[src/rtl/fpx_pkg.sv]
package fpx_pkg;
    typedef enum logic [1:0] {
        ACT_HOLD,
        ACT_LOAD,
        ACT_REFRESH,
        ACT_FLAG
    } act_t;

    typedef enum logic {
        ST_CALM,
        ST_TRAP
    } tstate_t;

    localparam logic [1:0] KIND_OTHER = 2'd0;
    localparam logic [1:0] KIND_LDW   = 2'd1;
    localparam logic [1:0] KIND_LDX   = 2'd2;
    localparam logic [1:0] KIND_FPOP  = 2'd3;
endpackage

[src/rtl/fpx_classify.sv]
module fpx_classify
    import fpx_pkg::*;
#(
    parameter int TT_W  = 3,
    parameter int EXC_W = 5
) (
    input  logic             commit_valid,
    input  logic [1:0]       commit_kind,
    input  logic [TT_W-1:0]  trap_type,
    input  logic [EXC_W-1:0] fpu_exc,
    output act_t             act
);
    localparam logic [TT_W-1:0] TT_NONE = '0;
    localparam logic [TT_W-1:0] TT_IEEE = TT_W'(1);

    always_comb begin
        act = ACT_HOLD;
        if (commit_valid) begin
            unique case (commit_kind)
                KIND_LDW, KIND_LDX: act = ACT_LOAD;
                KIND_FPOP: begin
                    if (trap_type == TT_NONE) begin
                        act = ACT_REFRESH;
                    end else if (trap_type == TT_IEEE && |fpu_exc) begin
                        act = ACT_FLAG;
                    end
                end
                KIND_OTHER: act = ACT_HOLD;
            endcase
        end
    end
endmodule

[src/rtl/fpx_pick.sv]
module fpx_pick #(
    parameter int EXC_W = 5
) (
    input  logic [EXC_W-1:0] report,
    output logic [EXC_W-1:0] single
);
    logic taken;

    always_comb begin
        single = '0;
        taken  = 1'b0;
        for (int i = EXC_W - 1; i >= 0; i--) begin
            if (report[i] && !taken) begin
                single[i] = 1'b1;
                taken     = 1'b1;
            end
        end
    end
endmodule

[src/rtl/fp_exc_status_updater.sv]
module fp_exc_status_updater
    import fpx_pkg::*;
#(
    parameter int EXC_W = 5,
    parameter int TT_W  = 3
) (
    input  logic               clk,
    input  logic               rst_n,
    input  logic               commit_valid,
    input  logic [1:0]         commit_kind,
    input  logic [TT_W-1:0]    trap_type,
    input  logic [EXC_W-1:0]   fpu_exc,
    input  logic [2*EXC_W-1:0] load_data,
    input  logic [EXC_W-1:0]   trap_mask,
    output logic [EXC_W-1:0]   cexc,
    output logic [EXC_W-1:0]   aexc,
    output logic               trap_req
);
    localparam int LD_W = 2 * EXC_W;

    act_t             act;
    logic [EXC_W-1:0] flag_bit;
    logic             enabled_hit;
    logic             trap_hit;
    tstate_t          state;
    tstate_t          state_nxt;

    fpx_classify #(.TT_W(TT_W), .EXC_W(EXC_W)) u_classify (
        .commit_valid (commit_valid),
        .commit_kind  (commit_kind),
        .trap_type    (trap_type),
        .fpu_exc      (fpu_exc),
        .act          (act)
    );

    fpx_pick #(.EXC_W(EXC_W)) u_pick (
        .report (fpu_exc),
        .single (flag_bit)
    );

    assign enabled_hit = |(fpu_exc & trap_mask);
    assign trap_hit    = (act == ACT_FLAG) || (act == ACT_REFRESH && enabled_hit);

    // trap state register
    always_ff @(posedge clk) begin
        if (!rst_n) state <= ST_CALM;
        else        state <= state_nxt;
    end

    always_comb begin
        unique case (state)
            ST_CALM: state_nxt = trap_hit ? ST_TRAP : ST_CALM;
            ST_TRAP: state_nxt = trap_hit ? ST_TRAP : ST_CALM;
        endcase
    end

    assign trap_req = (state == ST_TRAP);

    // exception fields
    always_ff @(posedge clk) begin
        if (!rst_n) begin
            cexc <= '0;
            aexc <= '0;
        end else begin
            unique case (act)
                ACT_LOAD: begin
                    cexc <= load_data[EXC_W-1:0];
                    aexc <= load_data[LD_W-1:EXC_W];
                end
                ACT_REFRESH: begin
                    cexc <= fpu_exc;
                    if (!enabled_hit) aexc <= aexc | fpu_exc;
                end
                ACT_FLAG: cexc <= flag_bit;
                ACT_HOLD: ;
            endcase
        end
    end


    a_r2_load_writes: assert property (@(posedge clk) disable iff (!rst_n)
        (commit_valid && (commit_kind == KIND_LDW || commit_kind == KIND_LDX))
        |=> (cexc == $past(load_data[EXC_W-1:0]) && aexc == $past(load_data[LD_W-1:EXC_W]) && !trap_req));


    a_r3_accrue: assert property (@(posedge clk) disable iff (!rst_n)
        (commit_valid && commit_kind == KIND_FPOP && trap_type == '0 && (fpu_exc & trap_mask) == '0)
        |=> (cexc == $past(fpu_exc) && aexc == ($past(aexc) | $past(fpu_exc))));


    a_r4_enabled_trap: assert property (@(posedge clk) disable iff (!rst_n)
        (commit_valid && commit_kind == KIND_FPOP && trap_type == '0 && (fpu_exc & trap_mask) != '0)
        |=> (trap_req && $stable(aexc)));


    a_r5_single_flag: assert property (@(posedge clk) disable iff (!rst_n)
        (commit_valid && commit_kind == KIND_FPOP && trap_type == TT_W'(1) && fpu_exc != '0)
        |=> ($countones(cexc) == 1 && (cexc & $past(fpu_exc)) == cexc && trap_req && $stable(aexc)));


    a_r6_unfinished_hold: assert property (@(posedge clk) disable iff (!rst_n)
        (commit_valid && commit_kind == KIND_FPOP && trap_type >= TT_W'(2))
        |=> ($stable(cexc) && $stable(aexc) && !trap_req));


    a_r7_idle_hold: assert property (@(posedge clk) disable iff (!rst_n)
        (!commit_valid || commit_kind == KIND_OTHER)
        |=> ($stable(cexc) && $stable(aexc) && !trap_req));
endmodule

[config.mk]
export PLATFORM = sky130hd
export DESIGN_NAME = fp_exc_status_updater
export DESIGN_NICKNAME = d
export VERILOG_FILES = /design/src/rtl/fpx_pkg.sv /design/src/rtl/fpx_classify.sv /design/src/rtl/fpx_pick.sv /design/src/rtl/fp_exc_status_updater.sv
export SDC_FILE = /design/constraint.sdc
export NUM_CORES = 1
export LEC_CHECK = 0
export BUFFER_PORTS_ARGS = -buffer_cell sky130_fd_sc_hd__buf_4
export CAP_MARGIN = 20
export CORE_UTILIZATION = 49
export CTS_BUF_LIST = sky130_fd_sc_hd__clkbuf_2 sky130_fd_sc_hd__clkbuf_4 sky130_fd_sc_hd__clkbuf_8
export CTS_CLUSTER_SIZE = 14
export DETAILED_ROUTE_END_ITERATION = 10
export GPL_TIMING_DRIVEN = 1
export PLACE_DENSITY = 0.9
export SLEW_MARGIN = 20
export SYNTH_ARGS = -nofsm -noshare
export SYNTH_HDL_FRONTEND = slang
export SYNTH_SLANG_ARGS = --single-unit
[constraint.sdc]
create_clock -name clk -period 3.6 [get_ports clk]
set_input_delay 0.72 -clock clk [delete_from_list [all_inputs] [get_ports clk]]
set_output_delay 0.72 -clock clk [all_outputs]
set_load 0.005 [all_outputs]
==> results.toml, run 1 <==
[yosys]
synth_top_area_share = 0.292
ys_seq_area_frac = 0.292
ys_top_cells_by_area = "dfxtp_1 29%, a311oi_1 7.0%, o31ai_1 5.0%"
synthTopCellsByCount = "11 x dfxtp_1, 7 x a21oi_1, 7 x inv_1, 6 x a311oi_1"
ys_warn_count = 0
synth_top_cell_by_area = "dfxtp_1"
ys_ff_latch = 11
yosysMostFrequentCell = "dfxtp_1"
synth_area_um2 = 753
synth_fp_nets = 114
synth_edf_count = 0
syn_avg_cell_area_um2 = 8.97
synth_ff_type = "dfxtp_1"
synthCells = 84
async_flop_share = 0
ys_types = 36

[min_path]
min_to = "aexc[0]"
worst_hold_path_type = "reg2reg"
holdCritStartpoint = "aexc[0]"
min_path_cells = 2

[critical_path]
crit_required_ns = 3.78
setup.worst_path.class = "in2reg"
crit_path_max_fanout = 7
r2r_slack_ns = 2.76
regToRegEndpoint = "aexc[4]"
start_kind = "primary input"
reg2regPathDepth = 2
r2r-start = "aexc[4]"
endpoint_kind = "flip-flop"
crit_arrival_ns = 2.34

[die]
die_area_um2 = 1700
placement_rows = 13
io_pins = 39
core_um2 = 1370
initial_core_util = 0.551
die_h_um = 41.2
dieWidth_um = 41.2

[timing]
drv_slew = 0
setup_violations = 0
rsz0062_at_grt = "false"
post-route-period-util = 0.598
min_period_ns = 2.15
setup_ws_ns = 1.45
hold_viol_final = 0
setup_tns_ns = 0
slew_headroom = 0.368
hold_slack_ns = 0.484
fmax_mhz = 464
fin_skew_ns = 0
worst-slew-pin-transition_ns = 0.946

[drt]
vias_per_cell = 6.45
num_vias = 897
drcViolationCount = 0
first_pass_iters = 5
postRouteAntennaNets = 0
initialDrtViolationCount = 41
wl_per_cell_um = 16.6
wirelength_um = 2310

[place]
hpwl_um = 1690
port_buffers = 38
gp_congestion = 0.775
place_ws_ns = 1.17

[layout]
area_delta_synth_final_pct = 43.4
final_nets = 155
drive_gt1_frac = 0.419
num_antenna_cells = 0

[clocking]
cts_max_level = 1
cts_tree = "done"
cts_sinks = 11
post_cts_buffers = 0
clk_latency_ns = 0.28
cts_root_buf = "clkbuf_4"
cts_buffers = 3
clk_pin_slew_worst_paths_ns = 0.08
clock_path_buffers = 2
post_cts_resized = 0
cts_hold_buf = 0

[power_and_ir_drop]
vdd_drop_max_mv = 0.210
power_leakage_nw = 0.451
power-per-cell-area_nw_per_um2 = 295

[grt]
grt.total_usage = 0.308
grt_first_pass_wirelength_um = 3380
grt_antenna_before_repair = 0
overflow = 0
grt_max_degree = 14
grt_pass1_vias = 736

[status]
status = "complete, no violations"

[flow_run]
maxCapViolCount = 0
[cells by family (layout without fill, tap and decap cells)]
kind of cell,count (synthesis),count (layout),share of synthesized area
AOI/OAI and AO/OA,44,44,0.455
and+or+nand+nor,18,18,0.174
DFF,11,11,0.292
buffers and inverters,9,49,0.0449
adders and majority gates,2,2,0.0332
[registers in the layout, indices dropped and copies added, names as in the netlist]
register and count:
aexc 5, cexc 5, trap_req 1
[cell type report]
| class | count | area (µm²) |
|---|---|---|
| well taps | 15 | 18.8 |
| clock buffers | 4 | 30.0 |
| multi-input cells | 64 | 499 |
| inverters | 7 | 26.3 |
| fillers | 108 | 287 |
| repair buffers | 38 | 285 |
| flip-flops and latches | 11 | 220 |
[through the flow]
stage               power, mW  std cells  instance area, µm²  utilization
detailed placement      0.222        135                1050        0.768
global placement        0.220        135                1050        0.768
CTS                     0.317        139                1080        0.790
floorplan               0.173         84                 753            -
global route            0.333        139                1080        0.790
finish                  0.319        139                1080        0.790
[cells in the final DEF, fill, tap and decap left out, drive strengths merged, types with 2 or more instances in the layout]
cell type / n
a21oi: 8
buf: 38
a311oi: 7
nor4: 2
o211a: 2
a211oi: 5
clkbuf: 4
nand2: 2
o21ai: 9
dfxtp: 11
a31oi: 2
ha: 2
inv: 7
nand3: 3
nor3: 2
o31ai: 5
[worst max-delay path by stage]
stage / endpoint / startpoint
detailed placement: aexc[4] / commit_kind[0]
floorplan: cexc[3] / fpu_exc[4]
global route: aexc[3] / commit_kind[0]
CTS: aexc[3] / commit_kind[0]
global placement: cexc[3] / fpu_exc[4]
finish: aexc[4] / commit_kind[0]
[critical path, cell delays in order]
cell and delay (ns):
buf_4 0.11, ha_1 0.22, nor3b_1 0.77, a21oi_2 0.16, a311oi_1 0.34
[report_power, final]
group          leakage [nW]  internal, mW  switching [mW]
Combinational         0.342        0.0449          0.0402
Sequential           0.0905         0.130         0.00576
Clock                0.0184        0.0505          0.0472
Total                 0.451         0.226          0.0931
[per-layer routing]
layer	track usage	vias to the layer above	part of all wire
met2	0.504	57	0.47
met4	0.137	0	0.016
met1	0.393	406	0.44
met3	0.0489	6	0.075
met5	0	-	0
li1	-	428	-
Note: power is estimated with default switching activity, not from simulation.
==> inputs of run 2 (changes only) <==
--- a/config.mk
+++ b/config.mk
@@ -7,12 +7,12 @@
 export LEC_CHECK = 0
 export BUFFER_PORTS_ARGS = -buffer_cell sky130_fd_sc_hd__buf_4
 export CAP_MARGIN = 20
-export CORE_UTILIZATION = 49
+export CORE_UTILIZATION = 41
 export CTS_BUF_LIST = sky130_fd_sc_hd__clkbuf_2 sky130_fd_sc_hd__clkbuf_4 sky130_fd_sc_hd__clkbuf_8
 export CTS_CLUSTER_SIZE = 14
 export DETAILED_ROUTE_END_ITERATION = 10
 export GPL_TIMING_DRIVEN = 1
-export PLACE_DENSITY = 0.9
+export PLACE_DENSITY = 0.8
 export SLEW_MARGIN = 20
 export SYNTH_ARGS = -nofsm -noshare
 export SYNTH_HDL_FRONTEND = slang
==> constraint.sdc (replaced) <==
create_clock -name clk -period 1.8 [get_ports clk]
set_input_delay 0.36 -clock clk [delete_from_list [all_inputs] [get_ports clk]]
set_output_delay 0.36 -clock clk [all_outputs]
set_load 0.005 [all_outputs]
==> results.toml, run 2 (synthesis results as in run 1) <==
[place]
dpl-instance-area_um2 = 1140
gp_congestion = 0.859
place_ws_ns = -0.123
port_buffers = 38
post-place-cells = 155
hpwl_um = 1850

[timing]
fin_skew_ns = 0
setup_tns_ns = 0
setup_ws_ns = 0.159
hold_viol_final = 0
slew_headroom = 0.740
rsz0062_at_grt = "false"
worst-slew-pin-transition_ns = 0.389
min_period_ns = 1.64
setup_violations = 0
hold_slack_ns = 0.368
drv_slew = 0
post-route-period-util = 0.912
fmax_mhz = 609

[drt]
num_vias = 955
first_pass_iters = 4
postRouteAntennaNets = 0
initialDrtViolationCount = 28
drcViolationCount = 0
wirelength_um = 2390
vias_per_cell = 6.01
wl_per_cell_um = 15.1

[clocking]
cts_tree = "done"
clk_pin_slew_worst_paths_ns = 0.08
clock_path_buffers = 2
clk_latency_ns = 0.27
cts_sinks = 11
cts_root_buf = "clkbuf_4"
cts_hold_buf = 0
cts_max_level = 1
post_cts_buffers = 0
post_cts_resized = 0
cts_buffers = 3

[die]
dieWidth_um = 44.9
die_area_um2 = 2010
core_um2 = 1730
die_h_um = 44.9
initial_core_util = 0.436
io_pins = 39
placement_rows = 15

[grt]
grt_max_degree = 12
grt.total_usage = 0.271
grt_pass1_vias = 933
grt_antenna_before_repair = 0
overflow = 0
grt_first_pass_wirelength_um = 3950

[min_path]
worst_hold_path_type = "in2reg"
min_to = "cexc[4]"
holdCritStartpoint = "load_data[4]"
min_path_cells = 3

[power_and_ir_drop]
finalPower_mw = 0.649
power-per-cell-area_nw_per_um2 = 556
vdd_drop_max_mv = 0.425
power_leakage_nw = 0.498

[status]
status = "complete, no violations"

[critical_path]
crit_arrival_ns = 1.79
endpoint_kind = "flip-flop"
start_kind = "primary input"
setup.worst_path.class = "in2reg"
regToRegEndpoint = "cexc[0]"
r2r-start = "cexc[0]"
crit_required_ns = 1.95
crit_path_max_fanout = 7
reg2regPathDepth = 2
r2r_slack_ns = 0.92

[layout]
final_cells = 159
mostFrequentLayoutCells = "48 x buf_4, 11 x dfxtp_1, 7 x inv_1, 7 x a21oi_1, 6 x a311oi_1"
design_area_um2 = 1170
drive_gt1_frac = 0.463
final_nets = 165
num_antenna_cells = 0
final_common_cell = "buf_4"
area_delta_synth_final_pct = 55.0
utilization = 0.676
nFillCells = 163

[flow_run]
maxCapViolCount = 0
==> run 2: cell count changes in the layout (fill, tap and decap cells not counted) <==
| cell | before | now |
|---|---|---|
| buf_4 | 38 | 48 |
==> run 2: power by group <==
group	internal [mW]	switching [mW]	leakage, nW
clock	0.101	0.0903	0.0184
combinational	0.103	0.0833	0.390
sequential	0.260	0.0113	0.0905
==> run 2: critical path, stage by stage <==
cell      delay [ns]
buf_4           0.12
or4_4           0.56
o211a_2         0.32
a21oi_2         0.29
a311oi_1        0.14
==> run 2: final cells by class <==
type / count / area, µm² / area share
timing repair buffer: 48 / 360 / 0.309
sequential: 11 / 220 / 0.189
clock buffer: 4 / 30.0 / 0.0257
tap: 25 / 31.3 / 0.0268
multi-input combinational: 64 / 499 / 0.428
inverter: 7 / 26.3 / 0.0225
==> run 2: metal layers <==
layer  part of all wire  wire, µm  GRT usage
met1               0.41       992      0.294
met5                  0         0          0
met4              0.023        55      0.158
met3              0.056       133     0.0600
met2               0.51      1210      0.482
==> run 2: worst max-delay path by stage <==
stage,end,from
after floorplan,cexc[3],fpu_exc[4]
after global placement,aexc[0],fpu_exc[4]
after detailed placement,aexc[4],fpu_exc[4]
after CTS,aexc[4],fpu_exc[4]
after global routing,aexc[0],commit_kind[0]
final,aexc[4],fpu_exc[4]
